[config.mk]
export PLATFORM = sky130hd
export DESIGN_NAME = mc_cfg_regs
export DESIGN_NICKNAME = d
export VERILOG_FILES = /design/src/rtl/mc_cfg_pkg.sv /design/src/rtl/mc_cfg_ctrl.sv /design/src/rtl/mc_cfg_dp.sv /design/src/rtl/mc_cfg_mirror.sv /design/src/rtl/mc_cfg_regs.sv
export SDC_FILE = /design/constraint.sdc
export NUM_CORES = 1
export LEC_CHECK = 0
export ABC_AREA = 0
export BUFFER_PORTS_ARGS = -buffer_cell sky130_fd_sc_hd__buf_4
export CAP_MARGIN = 15
export CORE_UTILIZATION = 39
export CTS_BUF_LIST = sky130_fd_sc_hd__clkbuf_2 sky130_fd_sc_hd__clkbuf_4 sky130_fd_sc_hd__clkbuf_8
export DETAILED_ROUTE_END_ITERATION = 8
export PLACE_DENSITY_LB_ADDON = 0.12
export SLEW_MARGIN = 0
export SYNTH_ARGS = -nofsm -noshare
export SYNTH_HDL_FRONTEND = slang
export SYNTH_SLANG_ARGS = --single-unit
[constraint.sdc]
create_clock -name clk -period 1.16 [get_ports clk]
set_input_delay 0.058 -clock clk [delete_from_list [all_inputs] [get_ports clk]]
set_output_delay 0.058 -clock clk [all_outputs]
set_load 0.01 [all_outputs]
[src/rtl/mc_cfg_pkg.sv]
package mc_cfg_pkg;

  // Strobes from the decoder to the register datapath
  typedef struct packed {
    logic selWr;
    logic chrWr;
    logic prgWr;
    logic modeWr;
    logic outerWr;
  } cfgStrobe_t;

  // Nametable arrangement, encoded as the low mode bits
  typedef enum logic [1:0] {
    MIR_ONE_LO = 2'd0,
    MIR_ONE_HI = 2'd1,
    MIR_VERT   = 2'd2,
    MIR_HORZ   = 2'd3
  } mirror_e;

  // Select codes {data7, data0}
  localparam logic [1:0] SEL_CHR   = 2'b00;
  localparam logic [1:0] SEL_PRG   = 2'b01;
  localparam logic [1:0] SEL_MODE  = 2'b10;
  localparam logic [1:0] SEL_OUTER = 2'b11;

  localparam logic [3:0] SEL_WINDOW = 4'h5;

endpackage

[src/rtl/mc_cfg_ctrl.sv]
module mc_cfg_ctrl
  import mc_cfg_pkg::*;
#(
  parameter int ADDR_W = 16,
  parameter int DATA_W = 8
) (
  input  logic              clk,
  input  logic              rstN,
  input  logic              cpuWr,
  input  logic [ADDR_W-1:0] cpuAddr,
  input  logic [DATA_W-1:0] cpuData,
  output cfgStrobe_t        strobe
);

  localparam int NIB_LSB = ADDR_W - 4;

  logic       selHit;
  logic       bankHit;
  logic [1:0] selQ;

  assign selHit  = cpuWr && (cpuAddr[ADDR_W-1:NIB_LSB] == SEL_WINDOW);
  assign bankHit = cpuWr && cpuAddr[ADDR_W-1];

  // Select latch keeps only the outer data bits
  always_ff @(posedge clk) begin
    if (!rstN) begin
      selQ <= 2'b00;
    end else if (selHit) begin
      selQ <= {cpuData[DATA_W-1], cpuData[0]};
    end
  end

  always_comb begin
    strobe       = '0;
    strobe.selWr = selHit;
    if (bankHit) begin
      unique case (selQ)
        SEL_CHR:   strobe.chrWr   = 1'b1;
        SEL_PRG:   strobe.prgWr   = 1'b1;
        SEL_MODE:  strobe.modeWr  = 1'b1;
        SEL_OUTER: strobe.outerWr = 1'b1;
        default:   strobe         = '0;
      endcase
    end
  end

endmodule

[src/rtl/mc_cfg_dp.sv]
module mc_cfg_dp
  import mc_cfg_pkg::*;
#(
  parameter int DATA_W  = 8,
  parameter int CHR_W   = 2,
  parameter int PRG_W   = 4,
  parameter int MODE_W  = 6,
  parameter int OUTER_W = 6,
  parameter int PAGE_BIT = 4
) (
  input  logic               clk,
  input  logic               rstN,
  input  cfgStrobe_t         strobe,
  input  logic [DATA_W-1:0]  cpuData,
  output logic [CHR_W-1:0]   chrQ,
  output logic [PRG_W-1:0]   prgQ,
  output logic [MODE_W-1:0]  modeQ,
  output logic [OUTER_W-1:0] outerQ
);

  localparam logic [PRG_W-1:0]   PRG_RST   = '1;
  localparam logic [OUTER_W-1:0] OUTER_RST = '1;

  logic pageWr;
  assign pageWr = (strobe.chrWr || strobe.prgWr) && !modeQ[1];

  always_ff @(posedge clk) begin
    if (!rstN) begin
      chrQ <= '0;
    end else if (strobe.chrWr) begin
      chrQ <= cpuData[CHR_W-1:0];
    end
  end

  always_ff @(posedge clk) begin
    if (!rstN) begin
      prgQ <= PRG_RST;
    end else if (strobe.prgWr) begin
      prgQ <= cpuData[PRG_W-1:0];
    end
  end

  always_ff @(posedge clk) begin
    if (!rstN) begin
      outerQ <= OUTER_RST;
    end else if (strobe.outerWr) begin
      outerQ <= cpuData[OUTER_W-1:0];
    end
  end

  // Full mode load, or page-bit update while a one-screen layout is active
  always_ff @(posedge clk) begin
    if (!rstN) begin
      modeQ <= '0;
    end else if (strobe.modeWr) begin
      modeQ <= cpuData[MODE_W-1:0];
    end else if (pageWr) begin
      modeQ[0] <= cpuData[PAGE_BIT];
    end
  end

endmodule

[src/rtl/mc_cfg_mirror.sv]
module mc_cfg_mirror
  import mc_cfg_pkg::*;
#(
  parameter int PPU_AW = 14
) (
  input  logic [1:0]        layout,
  input  logic [PPU_AW-1:0] ppuAddr,
  output mirror_e           mirrorSel,
  output logic              ciramA10
);

  assign mirrorSel = mirror_e'(layout);

  always_comb begin
    unique case (mirrorSel)
      MIR_ONE_LO: ciramA10 = 1'b0;
      MIR_ONE_HI: ciramA10 = 1'b1;
      MIR_VERT:   ciramA10 = ppuAddr[10];
      MIR_HORZ:   ciramA10 = ppuAddr[11];
      default:    ciramA10 = 1'b0;
    endcase
  end

endmodule

[src/rtl/mc_cfg_regs.sv]
module mc_cfg_regs
  import mc_cfg_pkg::*;
#(
  parameter int ADDR_W  = 16,
  parameter int DATA_W  = 8,
  parameter int PPU_AW  = 14,
  parameter int CHR_W   = 2,
  parameter int PRG_W   = 4,
  parameter int MODE_W  = 6,
  parameter int OUTER_W = 6,
  parameter int PAGE_LO = 13,
  parameter int CHR_AW  = CHR_W + PAGE_LO
) (
  input  logic               clk,
  input  logic               rstN,
  input  logic               cpuWr,
  input  logic [ADDR_W-1:0]  cpuAddr,
  input  logic [DATA_W-1:0]  cpuData,
  input  logic [PPU_AW-1:0]  ppuAddr,
  output logic [CHR_AW-1:0]  chrAddr,
  output logic               ciramA10,
  output logic [1:0]         mirrorMode,
  output logic [CHR_W-1:0]   chrBank,
  output logic [PRG_W-1:0]   prgInner,
  output logic [MODE_W-1:0]  prgMode,
  output logic [OUTER_W-1:0] outerBank
);

  cfgStrobe_t strobe;
  mirror_e    mirrorSel;

  mc_cfg_ctrl #(
    .ADDR_W (ADDR_W),
    .DATA_W (DATA_W)
  ) u_ctrl (
    .clk     (clk),
    .rstN    (rstN),
    .cpuWr   (cpuWr),
    .cpuAddr (cpuAddr),
    .cpuData (cpuData),
    .strobe  (strobe)
  );

  mc_cfg_dp #(
    .DATA_W  (DATA_W),
    .CHR_W   (CHR_W),
    .PRG_W   (PRG_W),
    .MODE_W  (MODE_W),
    .OUTER_W (OUTER_W)
  ) u_dp (
    .clk     (clk),
    .rstN    (rstN),
    .strobe  (strobe),
    .cpuData (cpuData),
    .chrQ    (chrBank),
    .prgQ    (prgInner),
    .modeQ   (prgMode),
    .outerQ  (outerBank)
  );

  mc_cfg_mirror #(
    .PPU_AW (PPU_AW)
  ) u_mirror (
    .layout    (prgMode[1:0]),
    .ppuAddr   (ppuAddr),
    .mirrorSel (mirrorSel),
    .ciramA10  (ciramA10)
  );

  assign mirrorMode = mirrorSel;
  assign chrAddr    = {chrBank, ppuAddr[PAGE_LO-1:0]};

endmodule

==> reports/results.ini, run 1 <==
[synth]
synth-edff-count = 0
synth_seq_cells = 20
yosysWarnings = 0
synth-simple-area-share = 0.175
synth_nets = 137
synthAdderAreaFrac = 0
synth_most_common_cell = dfxtp_1
avgSynthCellArea_um2 = 9.84
synth_xor_area_frac = 0
synthArstFlopShare = 0
synthMuxAreaShare = 0.191
synth_area_um2 = 945
yosysTopAreaCell = dfxtp_1
synthTopCellsByCount = dfxtp_1 (20), buf_4 (19), mux2i_1 (18)
netlist_instances = 96
yosys.area.top_type_share = 0.424
yosys-top-cells-area = dfxtp_1 (42%), mux2i_1 (19%), buf_4 (15%), nand2_1 (4.0%), nand4b_2 (3.2%)
synth_top_family_by_area = multiplexers
ys_seq_area_frac = 0.424
synth_compound_area_frac = 0.0437
synth_ff_type = dfxtp_1
synth_cell_types = 17

[setup_path]
required_ns = 1.10
cp_slowest_stage_delay_ns = 0.36
end_kind = output pin
reg2reg_slack_ns = 0.09
arrival_ns = 1.08
crit_slowest_cell = dfxtp_2
crit_path_cell_trace = buf_6 > a21oi_2 > a31oi_1 > buf_4
start_kind = register
critPathTopFamily = flip-flops
criticalPathCategory = reg2out
cp.buffers_inverters = 2
cp_max_fo = 4

[floorplanning]
num_io_pins = 77
dieWidth_um = 51.2
start_util = 0.419
dieHeight_um = 51.2
die_area_mm2 = 0.00262
core_mm2 = 0.00225
num_rows = 17

[cells_and_area]
final_net_count = 172
seqCellArea_um2 = 404
drive_gt1_frac = 0.431
syn2layout_area_growth_pct = 38.4
stdcell_count = 158
multi_input_area_um2 = 408
fill_cells = 217
design_area_mm2 = 0.00131
n_antenna_cell = 0

[global_routing]
grt_util_all_layers = 0.182
busiest_layer = met2
met1_usage = 0.207
met2_usage = 0.316
grt_pass1_wl_mm = 3.49
grt_use_met3 = 0.0417
antenna_found_initial = 0
grt_max_degree = 13
gr-total-overflow = 0
grt_pass1_vias = 762

[status]
status = finished clean

[job]
maxCapViolCount = 0

[placed_design]
finalWeightedCongestion = 0.701
dp_hpwl_mm = 1.46
placed_cells = 146
placed_cell_area_mm2 = 0.00115
portBuffers = 40

[clock_network]
clock_latency_ns = 0.31
cts_buffer_depth = 2
cts_made_buffers = 3
clk_pin_slew_worst_paths_ns = 0.11
cts_root_buf = clkbuf_4
h-tree-depth = 1
cts_tree = done
cts_num_sinks = 20

[timing]
period_minus_slack_ns = 1.14
slew_headroom = 0.820
worst_slew_pin_slew_ns = 0.268
timing.final.max_slew_violations = 0
fin_worst_skew_ns = 0.00185
period_share = 0.984
grt_setup_unrepaired = true
fmax_ghz = 0.876
finalSetupViolCount = 0
hold_violations = 0

[detailed_routing]
totalWireLength_mm = 2.13
dr.pass1.iters = 4
via_per_inst = 4.85
drt-wirelength-per-cell_um = 13.5
vias = 766
post-route-drc-count = 0
final_antenna_net_count = 0
drtIter0Drc = 9

[pwr]
total_leakage_power_nw = 0.687
p_total_mw = 1.43
p_per_area_mw_per_mm2 = 1090
ir_drop_uv = 724

[worst_hold_path]
hp-class = in2reg

[stage by stage]
step           utilization  hold slack [ns]  TNS, ns  worst slack [ns]
2_1_floorplan            -            0.183        0             0.138
3_3_place_gp         0.509            0.116        0           0.00420
3_5_place_dp         0.509            0.116  -0.0264           -0.0264
4_1_cts              0.574          0.00909        0           0.00878
5_1_grt              0.580           0.0150  -0.0475           -0.0475
6_report             0.580           0.0131        0            0.0190
[cell type report]
class	instances	area share
clock buffers	3	0.0172
clock inverters	1	0.0230
inverters	3	0.00861
multi-input cells	53	0.312
flip-flops and latches	20	0.309
well taps	28	0.0268
repair buffers	50	0.303
[path summary, 6_finish.rpt]
path | cells after the start | start | end
max | 4 | u_dp.modeQ[1] | ciramA10
min | 3 | cpuData[0] | u_dp.outerQ[0]
max reg2reg | 3 | u_ctrl.selQ[1] | u_dp.chrQ[0]
min reg2reg | 2 | u_dp.outerQ[5] | u_dp.outerQ[5]
[report_power, final]
part           total [mW]  switching [mW]  internal [mW]
registers           0.701         0.00733          0.694
clock network       0.576           0.227          0.349
logic               0.154          0.0677         0.0865
total                1.43           0.302           1.13
[flip-flops by register name (all words and copies together) (netlist names)]
register	flops
u_dp.outerQ	6
u_dp.prgQ	4
u_dp.chrQ	2
u_dp.modeQ	6
u_ctrl.selQ	2
[layer usage]
layer,vias up,wire length (um)
li1,378,-
met1,352,884
met2,27,1040
met3,9,163
met4,0,44
met5,-,0
[logic make-up (layout without fill, tap and decap cells)]
| kind of cell | count (synthesis) | in the layout |
|---|---|---|
| and+or+nand+nor | 27 | 27 |
| muxes | 18 | 18 |
| buffers and inverters | 23 | 57 |
| DFF | 20 | 20 |
| AOI/OAI and AO/OA | 8 | 8 |
[worst register-to-register path, cell delays in order (launching register included)]
cell and delay [ns]:
dfxtp_2 0.38, and4bb_2 0.34, mux2i_1 0.18, nor2_1 0.06
[timing repair]
| action | 4_1_cts | 5_1_grt |
|---|---|---|
| hold buffers | 7 | 0 |
| gates cloned | 0 | 0 |
| setup endpoints to repair | 2 | 4 |
| gates resized for setup | 4 | 3 |
| hold endpoints to repair | 14 | 0 |
| setup buffers | 1 | 0 |
[cell usage in the layout (no fill, tap or decap)]
master,count
o21ai_0,3
nor2_1,8
bufinv_16,1
inv_1,2
a31oi_1,1
nand4_2,1
dlygate4sd3_1,7
nand2_1,10
and2_1,1
and4bb_2,2
mux2i_1,18
nand4_1,2
buf_6,1
nand4bb_1,1
nand4b_4,2
clkbuf_4,3
buf_4,42
a21oi_1,3
a21oi_2,1
dfxtp_1,17
clkinv_1,1
dfxtp_2,3
(Power assumes the default switching activity.)
==> run 2, diff against run 1 <==
- PLACE_DENSITY: unset -> 0.8
- PLACE_DENSITY_LB_ADDON: 0.12 -> unset
- RECOVER_POWER: unset -> 25
==> reports/results.ini, run 2 (same netlist as run 1, synthesis figures left out) <==
[detailed_routing]
final_antenna_net_count = 0  ; unchanged
drt-wirelength-per-cell_um = 12.7  ; -5.8%
post-route-drc-count = 0  ; unchanged
via_per_inst = 4.90  ; +0.98%
vias = 749  ; -2.2%
drtIter0Drc = 13  ; +4
dr.pass1.iters = 4  ; unchanged
totalWireLength_mm = 1.94  ; -8.7%

[placed_design]
placed_cells = 145  ; -0.68%
portBuffers = 40  ; unchanged
dp_hpwl_mm = 1.41  ; -3.4%
finalWeightedCongestion = 0.663  ; -5.4%

[timing]
slew_headroom = 0.835  ; +0.0151
period_share = 0.963  ; -0.0206
fmax_ghz = 0.895  ; +2.1%
finalSetupViolCount = 0  ; unchanged
fin_worst_skew_ns = 0.00912  ; +0.00727 ns
worst_slew_pin_slew_ns = 0.246  ; -0.0225 ns
timing.final.max_slew_violations = 0  ; unchanged
hold_violations = 0  ; unchanged
grt_setup_unrepaired = true
period_minus_slack_ns = 1.12  ; -0.0238 ns

[global_routing]
grt_max_degree = 13  ; unchanged
grt_pass1_wl_mm = 3.09  ; -11%
gr-total-overflow = 0  ; unchanged
grt_util_all_layers = 0.159  ; -0.0230
antenna_found_initial = 0  ; unchanged
grt_pass1_vias = 693  ; -9.1%

[floorplanning]
num_io_pins = 77  ; unchanged
die_area_mm2 = 0.00262  ; unchanged
core_mm2 = 0.00225  ; unchanged
dieHeight_um = 51.2  ; unchanged
num_rows = 17  ; unchanged
start_util = 0.419  ; unchanged
dieWidth_um = 51.2  ; unchanged

[setup_path]
reg2reg_depth = 3  ; unchanged
end_kind = output pin
cp-startpoint = u_dp.modeQ[1]
cp_max_fo = 5  ; +1
crit_path_end = ciramA10
start_kind = register
reg2reg_to = u_dp.prgQ[3]
required_ns = 1.10  ; about the same
criticalPathCategory = reg2out
reg2reg_slack_ns = 0.06  ; -0.03 ns
timing.rr.start = u_ctrl.selQ[1]
arrival_ns = 1.06  ; -0.02 ns

[clock_network]
clk_pin_slew_worst_paths_ns = 0.11  ; about the same
cts_num_sinks = 20  ; unchanged
cts_tree = done
cts_root_buf = clkbuf_4
clock_latency_ns = 0.29  ; -0.02 ns
cts_made_buffers = 3  ; unchanged
cts_buffer_depth = 2  ; unchanged
h-tree-depth = 1  ; unchanged

[job]
maxCapViolCount = 0  ; unchanged

[worst_hold_path]
hp-class = in2reg

[cells_and_area]
n_antenna_cell = 0  ; unchanged
drive_gt1_frac = 0.424  ; -0.00677
layout_commonest_cell = buf_4
mostFrequentLayoutCells = buf_4 (40), mux2i_1 (18), dfxtp_1 (17)
stdcell_count = 153  ; -3.2%
final_net_count = 168  ; -2.3%
top_regs = u_dp.modeQ (6), u_dp.outerQ (6), u_dp.prgQ (4)
fill_cells = 200  ; -7.8%
syn2layout_area_growth_pct = 30.9

[pwr]
ir_drop_uv = 734  ; +1.3%
p_per_area_mw_per_mm2 = 935  ; -15%
p_total_mw = 1.16  ; -19%
total_leakage_power_nw = 0.654  ; -4.9%

[status]
status = finished clean

-- run 2: cell types whose count changed in the layout (fill, tap and decap cells not counted) --
cell           before  now
nand4_4             0    1
nand4b_4            2    1
nand4b_2            0    1
nand4_2             1    0
dlygate4sd3_1       7    4
bufinv_16           1    0
clkbuf_1            0    1
buf_4              42   40
-- run 2: worst min-delay path by stage --
stage | startpoint | to | slack [ns] | depth (start not counted)
2_1_floorplan | cpuData[0] | u_dp.outerQ[0] | 0.18 | 2
3_3_place_gp | ppuAddr[2] | chrAddr[2] | 0.12 | 0
3_5_place_dp | ppuAddr[2] | chrAddr[2] | 0.12 | 0
4_1_cts | rstN | u_dp.prgQ[1] | 0.001 | 2
5_1_grt | rstN | u_dp.prgQ[1] | 0.005 | 2
6_report | rstN | u_dp.prgQ[1] | 0.006 | 2
-- run 2: critical path, cell delays in order (launching register included) --
cell	delay [ns]
dfxtp_2	0.35
buf_6	0.11
a21oi_2	0.04
a31oi_1	0.13
buf_4	0.14
-- run 2: what timing repair did --
item	4_1_cts	5_1_grt
setup buffers	0	1
hold buffers	4	0
gates resized for setup	0	7
setup endpoints to repair	0	14
endpoints found under the hold margin	4	0
-- run 2: layer usage --
metal | global-route usage | up-vias | share of wire
li1 | - | 373 | -
met1 | 0.185 | 342 | 0.41
met2 | 0.281 | 30 | 0.51
met3 | 0.0298 | 4 | 0.071
met4 | 0.0721 | 0 | 0.010
met5 | 0 | - | 0
-- run 2: layout make-up --
| type | count | area [um^2] | area share |
|---|---|---|---|
| clock buffer | 3 | 22.5 | 0.0182 |
| timing repair buffer | 46 | 355 | 0.287 |
| multi-input combinational | 53 | 408 | 0.330 |
| sequential | 20 | 404 | 0.327 |
| inverter | 3 | 11.3 | 0.00911 |
| tap | 28 | 35.0 | 0.0283 |
-- run 2: where the power goes --
part,switching (mW),internal (mW)
clock,0.192,0.121
sequential,0.00738,0.693
combinational,0.0639,0.0782
total,0.263,0.892
-- run 2: through the flow --
stage / setup WS [ns] / utilization / hold WS [ns] / area (um^2) / TNS, ns
2_1_floorplan: 0.138 / - / 0.183 / 945 / 0
3_3_place_gp: 0.0428 / 0.506 / 0.116 / 1140 / 0
3_5_place_dp: 0.0189 / 0.506 / 0.116 / 1140 / 0
6_report: 0.0428 / 0.548 / 0.00580 / 1240 / 0
5_1_grt: -0.0477 / 0.548 / 0.00521 / 1240 / -0.0478
4_1_cts: 0.00124 / 0.534 / 0.00137 / 1200 / 0
==> run 3, diff against run 2 <==
- SETUP_SLACK_MARGIN: unset -> 0.2
==> reports/results.ini, run 3 (same netlist as run 1, synthesis figures left out) <==
[setup_path]
crit_path_cell_trace = and4bb_2 > mux2i_1 > nor2_1
end_kind = register
start_kind = register
cp.buffers_inverters = 0  ; -2
cp_max_fo = 6  ; +1
arrival_ns = 1.29  ; +0.23 ns
cp_slowest_stage_delay_ns = 0.40  ; +0.05 ns
critPathTopFamily = flip-flops
criticalPathCategory = reg2reg
required_ns = 1.36  ; +0.26 ns
crit_slowest_cell = dfxtp_4

[detailed_routing]
totalWireLength_mm = 2.34  ; +20%
vias = 799  ; +6.7%
post-route-drc-count = 0  ; unchanged
dr.pass1.iters = 4  ; unchanged
final_antenna_net_count = 0  ; unchanged
drt-wirelength-per-cell_um = 14.9  ; +17%
via_per_inst = 5.09  ; +4.0%
drtIter0Drc = 13  ; unchanged

[timing]
slew_headroom = 0.833  ; -0.00205
grt_setup_unrepaired = true
period_minus_slack_ns = 1.09  ; -0.0246 ns
fin_tns_setup_ns = 0  ; unchanged
fin_worst_skew_ns = 0.00515  ; -0.00397 ns
worst_slew_pin_slew_ns = 0.249  ; +0.00305 ns
hold_violations = 0  ; unchanged
fmax_ghz = 0.915  ; +2.3%
finalSetupViolCount = 0  ; unchanged
timing.final.max_slew_violations = 0  ; unchanged
period_share = 0.942  ; -0.0212
fin_hold_ws_ns = 0.00642  ; +0.000614 ns

[floorplanning]
core_mm2 = 0.00225  ; unchanged
num_io_pins = 77  ; unchanged
dieWidth_um = 51.2  ; unchanged
num_rows = 17  ; unchanged
start_util = 0.419  ; unchanged
dieHeight_um = 51.2  ; unchanged
die_area_mm2 = 0.00262  ; unchanged

[clock_network]
clock_latency_ns = 0.30  ; about the same
h-tree-depth = 1  ; unchanged
cts_num_sinks = 20  ; unchanged
cts_buffer_depth = 2  ; unchanged
cts_root_buf = clkbuf_4
clk_pin_slew_worst_paths_ns = 0.12  ; about the same
cts_tree = done
cts_made_buffers = 3  ; unchanged

[global_routing]
grt_max_degree = 13  ; unchanged
gr-total-overflow = 0  ; unchanged
grt_pass1_vias = 812  ; +17%
antenna_found_initial = 0  ; unchanged
grt_pass1_wl_mm = 3.52  ; +14%
grt_util_all_layers = 0.186  ; +0.0266

[cells_and_area]
n_antenna_cell = 0  ; unchanged
mostFrequentLayoutCells = buf_4 (39), mux2i_1 (18), dfxtp_1 (16)
top_regs = u_dp.modeQ (6), u_dp.outerQ (6), u_dp.prgQ (4)
final_net_count = 171  ; +1.8%
design_area_mm2 = 0.00131  ; +6.0%
layout_commonest_cell = buf_4
syn2layout_area_growth_pct = 38.7
fill_cells = 195  ; -2.5%
drive_gt1_frac = 0.419  ; -0.00540

[placed_design]
placed_cell_area_mm2 = 0.00115  ; +1.2%
dp_hpwl_mm = 1.58  ; +12%
portBuffers = 40  ; unchanged
finalWeightedCongestion = 0.704  ; +6.2%

[status]
status = finished clean

[pwr]
p_total_mw = 1.42  ; +23%
ir_drop_uv = 544  ; -26%
total_leakage_power_nw = 0.682  ; +4.3%
p_per_area_mw_per_mm2 = 1080  ; +16%

[worst_hold_path]
hp-class = in2reg

[job]
maxCapViolCount = 0  ; unchanged

-- run 3: what timing repair did --
item,in CTS,in global routing
endpoints found under the hold margin,9,1
endpoints found under the setup margin,19,21
gates resized for setup,6,1
hold buffers,6,1
buffers inserted,2,0
pin swaps,10,4
-- run 3: metrics by stage --
| stage | std cells | setup WS [ns] | util |
|---|---|---|---|
| 2_1_floorplan | 96 | 0.166 | - |
| 3_3_place_gp | 144 | 0.123 | 0.512 |
| 3_5_place_dp | 144 | 0.0972 | 0.512 |
| 4_1_cts | 156 | 0.0537 | 0.578 |
| 5_1_grt | 157 | 0.000447 | 0.581 |
| 6_report | 157 | 0.0674 | 0.581 |
-- run 3: worst reg2reg max path: cells and delay by family (launching register included) --
| family | cells | cell delay, ns |
|---|---|---|
| muxes | 1 | 0.20 |
| and+or+nand+nor | 2 | 0.39 |
| DFF | 1 | 0.40 |
-- run 3: layout make-up --
cell class                 instances  area [um^2]  share of cell area
timing repair buffer              49          382               0.291
clock inverter                     1         30.0              0.0229
inverter                           3         11.3             0.00860
tap                               28         35.0              0.0267
multi-input combinational         53          417               0.318
clock buffer                       3         22.5              0.0172
sequential                        20          413               0.315
-- run 3: layer usage --
layer  share of wire  GRT usage
met5               0          0
met4           0.017      0.104
met3           0.060     0.0327
met2            0.54      0.364
met1            0.38      0.179
-- run 3: path summary, 6_finish.rpt --
check | start | end | slack [ns] | cells after the start
worst min-delay path | rstN | u_dp.outerQ[5] | 0.006 | 2
worst max register to register | u_ctrl.selQ[1] | u_dp.chrQ[1] | 0.07 | 3
worst min register to register | u_dp.outerQ[3] | u_dp.outerQ[3] | 0.48 | 2
worst max-delay path | u_ctrl.selQ[1] | u_dp.chrQ[1] | 0.07 | 3
-- run 3: power by group --
part | switching, mW | internal [mW] | total, mW
registers | 0.00802 | 0.688 | 0.696
clock network | 0.215 | 0.349 | 0.564
logic | 0.0734 | 0.0843 | 0.158
